<file path="config.mk">
export PLATFORM = sky130hd
export DESIGN_NAME = adc_serial_if
export DESIGN_NICKNAME = d
export VERILOG_FILES = /design/src/rtl/adc_sif_pkg.sv /design/src/rtl/sif_sync_edge.sv /design/src/rtl/sif_shifter.sv /design/src/rtl/sif_frame_ctrl.sv /design/src/rtl/adc_serial_if.sv
export SDC_FILE = /design/constraint.sdc
export NUM_CORES = 1
export LEC_CHECK = 0
export ABC_AREA = 1
export BUFFER_PORTS_ARGS = -buffer_cell sky130_fd_sc_hd__buf_2
export CAP_MARGIN = 0
export CORE_ASPECT_RATIO = 0.8
export CORE_UTILIZATION = 58
export DETAILED_ROUTE_END_ITERATION = 7
export MAX_ROUTING_LAYER = met4
export PLACE_DENSITY = 0.78
export SYNTH_ARGS = -nofsm -noshare
export SYNTH_HDL_FRONTEND = slang
export SYNTH_HIERARCHICAL = 1
export SYNTH_SLANG_ARGS = --single-unit
</file>
<file path="constraint.sdc">
create_clock -name clk_i -period 2.2 [get_ports clk_i]
set_input_delay 0 -clock clk_i [delete_from_list [all_inputs] [get_ports clk_i]]
set_output_delay 0 -clock clk_i [all_outputs]
set_load 0.1 [all_outputs]
</file>
<file path="src/rtl/adc_sif_pkg.sv">
package adc_sif_pkg;
  typedef enum logic [1:0] {
    MD_NORMAL = 2'd0,
    MD_SHDN   = 2'd1,
    MD_WAKE   = 2'd2
  } pwr_mode_e;
endpackage

</file>
<file path="src/rtl/sif_sync_edge.sv">
module sif_sync_edge #(
  parameter int unsigned STAGES  = 2,
  parameter bit          RST_VAL = 1'b1
) (
  input  logic clk_i,
  input  logic rst_ni,
  input  logic async_i,
  output logic rise_o,
  output logic fall_o
);
  logic [STAGES-1:0] sync_q;
  logic              prev_q;

  always_ff @(posedge clk_i or negedge rst_ni) begin
    if (!rst_ni) begin
      sync_q <= {STAGES{RST_VAL}};
      prev_q <= RST_VAL;
    end else begin
      sync_q <= {sync_q[STAGES-2:0], async_i};
      prev_q <= sync_q[STAGES-1];
    end
  end

  assign rise_o = sync_q[STAGES-1] & ~prev_q;
  assign fall_o = ~sync_q[STAGES-1] & prev_q;
endmodule

</file>
<file path="src/rtl/sif_shifter.sv">
module sif_shifter #(
  parameter int unsigned DATA_W    = 8,
  parameter int unsigned FRAME_LEN = 16,
  parameter int unsigned TRAIL_W   = 4
) (
  input  logic              clk_i,
  input  logic              rst_ni,
  input  logic              load_i,
  input  logic              shift_i,
  input  logic              oe_i,
  input  logic [DATA_W-1:0] sample_i,
  output logic              sdata_o
);
  localparam int unsigned LEAD_W = FRAME_LEN - DATA_W - TRAIL_W;

  logic [FRAME_LEN-1:0] word_q;
  logic [FRAME_LEN-1:0] load_word;

  assign load_word = {{LEAD_W{1'b0}}, sample_i, {TRAIL_W{1'b0}}};

  always_ff @(posedge clk_i or negedge rst_ni) begin
    if (!rst_ni) begin
      word_q <= '0;
    end else if (load_i) begin
      word_q <= load_word;
    end else if (shift_i) begin
      word_q <= {word_q[FRAME_LEN-2:0], 1'b0};
    end
  end

  assign sdata_o = oe_i & word_q[FRAME_LEN-1];
endmodule

</file>
<file path="src/rtl/sif_frame_ctrl.sv">
module sif_frame_ctrl
  import adc_sif_pkg::*;
#(
  parameter int unsigned FRAME_LEN = 16,
  parameter int unsigned HOLD_RISE = 13,
  parameter int unsigned SHDN_LO   = 2,
  parameter int unsigned SHDN_HI   = 10
) (
  input  logic clk_i,
  input  logic rst_ni,
  input  logic cs_fall_i,
  input  logic cs_rise_i,
  input  logic sclk_fall_i,
  input  logic sclk_rise_i,
  output logic load_o,
  output logic shift_o,
  output logic oe_o,
  output logic hold_o,
  output logic shutdown_o,
  output logic valid_o
);
  localparam int unsigned CNT_W = $clog2(FRAME_LEN + 1);
  localparam logic [CNT_W-1:0] LAST_FALL = CNT_W'(FRAME_LEN);
  localparam logic [CNT_W-1:0] HOLD_END  = CNT_W'(HOLD_RISE);
  localparam logic [CNT_W-1:0] SD_LO     = CNT_W'(SHDN_LO);
  localparam logic [CNT_W-1:0] SD_HI     = CNT_W'(SHDN_HI);

  logic             active_q;
  logic [CNT_W-1:0] fall_cnt_q, rise_cnt_q;
  logic [CNT_W-1:0] fall_nxt, rise_nxt;
  logic             hold_q, oe_q, valid_q, wake_q;
  pwr_mode_e        mode_q, mode_on_rise;

  assign fall_nxt = fall_cnt_q + 1'b1;
  assign rise_nxt = rise_cnt_q + 1'b1;

  // mode decision taken where chip select rises
  always_comb begin
    mode_on_rise = mode_q;
    unique case (mode_q)
      MD_NORMAL: if (fall_cnt_q >= SD_LO && fall_cnt_q < SD_HI) mode_on_rise = MD_SHDN;
      MD_WAKE:   mode_on_rise = (fall_cnt_q < SD_HI) ? MD_SHDN : MD_NORMAL;
      default:   mode_on_rise = mode_q;
    endcase
  end

  always_ff @(posedge clk_i or negedge rst_ni) begin
    if (!rst_ni) begin
      active_q   <= 1'b0;
      fall_cnt_q <= '0;
      rise_cnt_q <= '0;
      hold_q     <= 1'b0;
      oe_q       <= 1'b0;
      valid_q    <= 1'b1;
      wake_q     <= 1'b0;
      mode_q     <= MD_NORMAL;
    end else if (cs_fall_i) begin
      active_q   <= 1'b1;
      fall_cnt_q <= '0;
      rise_cnt_q <= '0;
      hold_q     <= 1'b1;
      oe_q       <= 1'b1;
      if (mode_q == MD_SHDN) begin
        mode_q  <= MD_WAKE;
        wake_q  <= 1'b1;
        valid_q <= 1'b0;
      end else begin
        wake_q  <= 1'b0;
      end
    end else if (cs_rise_i) begin
      active_q <= 1'b0;
      hold_q   <= 1'b0;
      oe_q     <= 1'b0;
      mode_q   <= mode_on_rise;
    end else if (active_q) begin
      if (sclk_fall_i) begin
        fall_cnt_q <= fall_nxt;
        if (mode_q == MD_WAKE && fall_nxt == SD_HI) mode_q <= MD_NORMAL;
        if (fall_nxt == LAST_FALL) begin
          active_q <= 1'b0;
          oe_q     <= 1'b0;
          hold_q   <= 1'b0;
          if (!wake_q) valid_q <= 1'b1;
        end
      end
      if (sclk_rise_i) begin
        rise_cnt_q <= rise_nxt;
        if (rise_nxt == HOLD_END) hold_q <= 1'b0;
      end
    end
  end

  assign load_o     = cs_fall_i;
  assign shift_o    = active_q & sclk_fall_i & ~cs_rise_i & ~cs_fall_i;
  assign oe_o       = oe_q;
  assign hold_o     = hold_q;
  assign shutdown_o = (mode_q == MD_SHDN);
  assign valid_o    = valid_q;
endmodule

</file>
<file path="src/rtl/adc_serial_if.sv">
module adc_serial_if #(
  parameter int unsigned DATA_W    = 8,
  parameter int unsigned FRAME_LEN = 16,
  parameter int unsigned TRAIL_W   = 4,
  parameter int unsigned HOLD_RISE = 13,
  parameter int unsigned SHDN_LO   = 2,
  parameter int unsigned SHDN_HI   = 10,
  parameter int unsigned SYNC_STG  = 2
) (
  input  logic              clk_i,
  input  logic              rst_ni,
  input  logic              cs_ni,
  input  logic              sclk_i,
  input  logic [DATA_W-1:0] sample_i,
  output logic              sdata_o,
  output logic              sdata_oe_o,
  output logic              hold_o,
  output logic              shutdown_o,
  output logic              result_valid_o
);
  logic cs_rise, cs_fall, sclk_rise, sclk_fall;
  logic load, shift, oe;

  sif_sync_edge #(.STAGES(SYNC_STG), .RST_VAL(1'b1)) i_cs_sync (
    .clk_i, .rst_ni, .async_i(cs_ni), .rise_o(cs_rise), .fall_o(cs_fall)
  );

  sif_sync_edge #(.STAGES(SYNC_STG), .RST_VAL(1'b1)) i_sclk_sync (
    .clk_i, .rst_ni, .async_i(sclk_i), .rise_o(sclk_rise), .fall_o(sclk_fall)
  );

  sif_frame_ctrl #(
    .FRAME_LEN(FRAME_LEN), .HOLD_RISE(HOLD_RISE), .SHDN_LO(SHDN_LO), .SHDN_HI(SHDN_HI)
  ) i_ctrl (
    .clk_i, .rst_ni,
    .cs_fall_i(cs_fall), .cs_rise_i(cs_rise),
    .sclk_fall_i(sclk_fall), .sclk_rise_i(sclk_rise),
    .load_o(load), .shift_o(shift), .oe_o(oe),
    .hold_o(hold_o), .shutdown_o(shutdown_o), .valid_o(result_valid_o)
  );

  sif_shifter #(.DATA_W(DATA_W), .FRAME_LEN(FRAME_LEN), .TRAIL_W(TRAIL_W)) i_shift (
    .clk_i, .rst_ni, .load_i(load), .shift_i(shift), .oe_i(oe),
    .sample_i(sample_i), .sdata_o(sdata_o)
  );

  assign sdata_oe_o = oe;
endmodule

</file>
### Yosys cells after proc, flatten, opt, wreduce, memory -nomap -nowiden

Cells that the tools add are included.
Widths: inputs -> output; s select.

* add/subtract/negate cells: 2
* multipliers: 0
* div/mod/pow operators: 0
* $lt $le $gt $ge: 2
* equality and inequality tests: 10
* shifts and indexed selects: 0
* multiplexer cells: 44
* bitwise operators: 14
* reduce and logical (&&, ||, !) cells: 17

Operators by type and width (count)
* $mux 5: 8
* $mux 16: 2
* $mux 1: 26
* $mux 2: 7
* $reduce_and 6->1: 2
* $reduce_bool 3->1: 4
* $add 5x1->5 const B: 2
* $eq 5x4->1 const B: 2
* $reduce_bool 2->1: 5
* $reduce_and 3->1: 3
* $and 1x1->1: 8
* $ne 4x3->1 const B: 2
* $not 1->1: 6
* $eq 5x5->1 const B: 1
* $ge 5x2->1 const B: 1
* $lt 5x4->1 const B: 1
* $ne 2x1->1 const B: 2
* $pmux 2 s2: 1
* $eq 2x1->1 const B: 1
* $eq 2x2->1 const B: 1
* $logic_and 1x1->1: 2
* $logic_not 2->1: 1
* $ne 2x2->1 const B: 1

* bits in registers: 39
* bits in latches: 0
* bits in writable memories: 0
* memory bits (read-only): 0
* input bits: 12
* output and inout port bits: 5
* logic and storage cells: 102
* memories: 0

### Depth between registers and ports, before layout

* depth in word-level cells: 9
* gate-level depth with buffers: 10
* mapped depth without buffers: 10

### By module

The synthesis kept the hierarchy.

By module, submodules not included
* sif_frame_ctrl: times used 1, cells each 134, area each 1021.0 µm²
* sif_shifter: times used 1, cells each 63, area each 548.0 µm²
* sif_sync_edge: times used 2, cells each 7, area each 93.8 µm²

### Worst setup path after synthesis

Ideal clock, no wire load.

* path kind: register -> register
* start point: register i_ctrl.mode_q[1]
* end point: register i_ctrl.mode_q[0]
* library setup time: 0.117 ns
* data arrival time: 1.757 ns
* data required time: 2.083 ns
* setup slack: 0.327 ns
* stages on the path, launching flop included: 7
* buffers on the path: 0
* path through: dfrtp_1 -> nor2_2 -> o21ai_0 -> a21oi_2 -> nand2_1 -> nand2_1 -> nand2_1

* elaborated cells between the ends (all ways): 12

RTL lines
* from (decl): RTL line sif_frame_ctrl.sv:32 `pwr_mode_e mode_q, mode_on_rise;`
* from (signal assigned): RTL line sif_frame_ctrl.sv:74 `mode_q <= mode_on_rise;`
* $eq 2x1->1
* net shutdown_o: RTL line adc_serial_if.sv:18 `output logic shutdown_o,`
* $ne 2x2->1 (no line)
* $reduce_and 6->1 (no line)

The timed path passes the listed nets, and every way through them passes these cells.
A chain may end at the register's enable or synchronous reset.

### Worst setup path in the final report

* start point: register i_sclk_sync.prev_q
* end point: register i_shift.word_q[6]

* longest elaborated chain between the ends: 5

RTL lines
* from (decl): RTL line sif_sync_edge.sv:12 `logic prev_q;`
* from (signal assigned): RTL line sif_sync_edge.sv:20 `prev_q <= sync_q[STAGES-1];`
* $and 1x1->1: RTL line sif_sync_edge.sv:25 `assign fall_o = ~sync_q[STAGES-1] & prev_q;`
* net sclk_fall: RTL line adc_serial_if.sv:21 `logic cs_rise, cs_fall, sclk_rise, sclk_fall;`
* $and 1x1->1 (3 in series): RTL line sif_frame_ctrl.sv:94 `assign shift_o = active_q & sclk_fall_i & ~cs_rise_i & ~cs_fall_i;`
* net shift: RTL line adc_serial_if.sv:22 `logic load, shift, oe;`
* $reduce_bool 2->1 (no line)
* to (signal assigned): RTL line sif_shifter.sv:25 `word_q <= load_word;`
* to (signal assigned): RTL line sif_shifter.sv:27 `word_q <= {word_q[FRAME_LEN-2:0], 1'b0};`
* to (decl): RTL line sif_shifter.sv:16 `logic [FRAME_LEN-1:0] word_q;`

The timed path passes the listed nets, and every way through them passes these cells.

==> metrics.yaml <==
fin_nets: 257
peakVddDrop_uv: 527.7
critical_path.top_delay_family: "simple AND/OR/NAND/NOR gates"
period_share: 0.8587
slew_viol_final: 0
multi_input_comb_area_um2: 703.2
post-route-drc-count: 0
post-route-min-period_ns: 1.889
start_kind: "flip-flop"
synth_nets: 228
fp.dieH_um: 51.23
cp_slowest_stage_delay_ns: 0.54
cts_root_buf: "clkbuf_8"
tns_ns: 0
synth.most_common_cell: "nand2_1"
dp_cells: 260
slowest_stage: "nor2_2"
netlist_area_um2: 1757
fp.dieArea_um2: 3254
outcome: "finished clean"
fin_skew_ns: 0.01081
cts.sinks: 35
grt_pass1_wl_mm: 6.292
timing.fmax_ghz: 0.5293
worst-path-buf-inv: 1
row_count: 17
leakage_nw: 1.000
filler_cell_count: 245
grt_use_total: 0.2660
core_um2: 2808
end_kind: "flip-flop"
finalSetupViolCount: 0
setup.worst_path.class: "flip-flop to flip-flop"
drt_wl_total_mm: 3.486
portBuffers: 16
grt_overflow: 0
register_area_um2: 884.6
drive_above_1_share: 0.1826
post_drt_wl_per_cell_um: 12.49
synth_cells: 211
start_util: 0.6257
syn_to_final_growth_pct: 15.38
relSlewSlack: 0.5054
cts_buffers: 5
io_pins: 17
worstPathArrival_ns: 2.06
hp-class: "input pin to async pin"
clk_pin_slew_ns: 0.07
synth_warnings: 6
crit_path_cell_trace: "inv_1 -> nor2_1 -> nand2_1 -> nor2_2 -> nor2_4 -> nand2_1 -> nand3_1"
synth_top_area_share: 0.3989
power_density_nw_per_um2: 717.8
drtIter0Drc: 49
synth_edf_count: 0
synth_area_leader_cell: "dfrtp_1"
fin_cells: 279
worst_pin_slew_ns: 0.7419
async_reset_ff_frac: 1.000
synth-seq-cells: 35
worstPathRequired_ns: 2.37
gp_congestion: 0.8447
vias_per_cell: 5.265
hold_violations: 0
worstSkewPairLatency_ns: 0.29
critPathMostFrequentCell: "nand2_1"
die_w_um: 63.53
cts-htree-levels: 2
cts_tree: "done"
antenna_found_initial: 0
max-cap-violations: 0
drt-pass1-iter-count: 4
synthTopCellsByCount: "nand2_1 (51), nand3_1 (29), dfrtp_1 (28), inv_1 (25), nor2_1 (21)"
grt_max_degree: 36
clockBufferDepth: 2
first_global_vias: 1506
dominantRegCellSynth: "dfrtp_1"
drtAntennaViolNets: 0
yosysSeqAreaShare: 0.5036
crit_fanout: 14
rsz0062_at_grt: "false"
insertedDiodeCount: 0
synth_area_leaders: "dfrtp_1 (40%), nand2_1 (11%), dfstp_2 (10%), nand3_1 (8.3%), inv_1 (5.3%)"
cts_resized: 0
postSynthAreaPerCell_um2: 8.326
post_cts_buffers: 0
hpwl_mm: 2.323
vias: 1469
synth_cell_types: 27
-- area by class of cell --
type / instances / share of cell area
flip-flops and latches: 35 / 0.4364
well taps: 38 / 0.02346
clock inverters: 2 / 0.006173
inverters: 29 / 0.05370
multi-input cells: 141 / 0.3469
clock buffers: 6 / 0.03580
repair buffers: 28 / 0.09753
-- state kept, by name, summed over array words and instances (netlist names) --
signal and count:
i_ctrl/oe_o 1, i_sclk_sync/sync_q 2, i_cs_sync/prev_q 1, i_ctrl/hold_o 1, i_cs_sync/sync_q 2, i_ctrl/wake_q 1, i_ctrl/fall_cnt_q 5, i_ctrl/active_q 1
i_ctrl/valid_o 1, i_shift/word_q 12, i_sclk_sync/prev_q 1, i_ctrl/mode_q 2, i_ctrl/rise_cnt_q 5
-- cell usage in the layout, fill, tap and decap left out, types with 2 or more instances in the layout --
master         count
dfstp_2            7
buf_2             16
nand3_1           29
o21ai_0            5
inv_1             25
a21oi_1            4
nor2_2             5
ha_1               5
nand4_1            4
inv_2              4
nor3_1             2
dlygate4sd3_1     11
clkbuf_8           5
dfrtp_1           28
nor2_1            21
nand2_1           51
o22ai_1            4
-- final timing paths --
check	cells past startpoint	startpoint	to	slack (ns)
max in group asynchronous	2	rst_ni	i_ctrl/fall_cnt_q[0]$_DFFE_PN0P_	1.41
worst min-delay path	2	rst_ni	i_ctrl/rise_cnt_q[0]$_DFFE_PN0P_	0.31
worst max-delay path	7	i_sclk_sync/prev_q$_DFF_PN1_	i_shift/word_q[6]$_DFFE_PN0P_	0.31
min in group clk_i	2	cs_ni	i_cs_sync/sync_q[0]$_DFF_PN1_	0.35
worst max register to register	7	i_sclk_sync/prev_q$_DFF_PN1_	i_shift/word_q[6]$_DFFE_PN0P_	0.31
worst min register to register	0	i_cs_sync/sync_q[0]$_DFF_PN1_	i_cs_sync/sync_q[1]$_DFF_PN1_	0.36
-- power breakdown --
group / switching [W] / internal [W] / leakage (nW)
registers: 0.0000471 / 0.000706 / 0.435
logic: 0.000175 / 0.0000787 / 0.523
clock network: 0.000228 / 0.000221 / 0.0412
-- stage by stage --
stage,power (W),util,setup WS (ns),hold slack (ns),area [µm²]
2_1_floorplan,0.0009402,-,0.3267,-0.2956,1757
3_3_place_gp,0.0009899,0.6524,0.4576,0.09930,1832
3_5_place_dp,0.001000,0.6524,0.3843,0.1079,1832
4_1_cts,0.001464,0.7219,0.3617,0.3365,2027
5_1_grt,0.001530,0.7219,0.1716,0.3551,2027
6_report,0.001455,0.7219,0.3108,0.3070,2027
-- timing repair --
item / CTS / global route
hold buffers: 11 / 0
endpoints found under the hold margin: 38 / 0
setup endpoints to repair: 0 / 0
-- kinds of logic (layout without fill, tap and decap cells) --
group | Yosys count | in the layout | share of synthesized area
AND/OR/NAND/NOR | 116 | 116 | 0.2942
flip-flops | 35 | 35 | 0.5036
buffers and inverters | 35 | 65 | 0.09615
AO/OA/AOI/OAI | 18 | 18 | 0.06054
adder cells (fa/ha/maj) | 5 | 5 | 0.03561
XOR/XNOR | 2 | 2 | 0.009973
-- metal layers --
metal | GRT usage | wire length (µm) | vias up
li1 | - | - | 732
met1 | 0.2975 | 1599 | 699
met2 | 0.4397 | 1699 | 32
met3 | 0.08036 | 133 | 6
met4 | 0.1288 | 54 | 0
met5 | - | 0 | -
No activity file was read; power rests on OpenSTA's default activity.
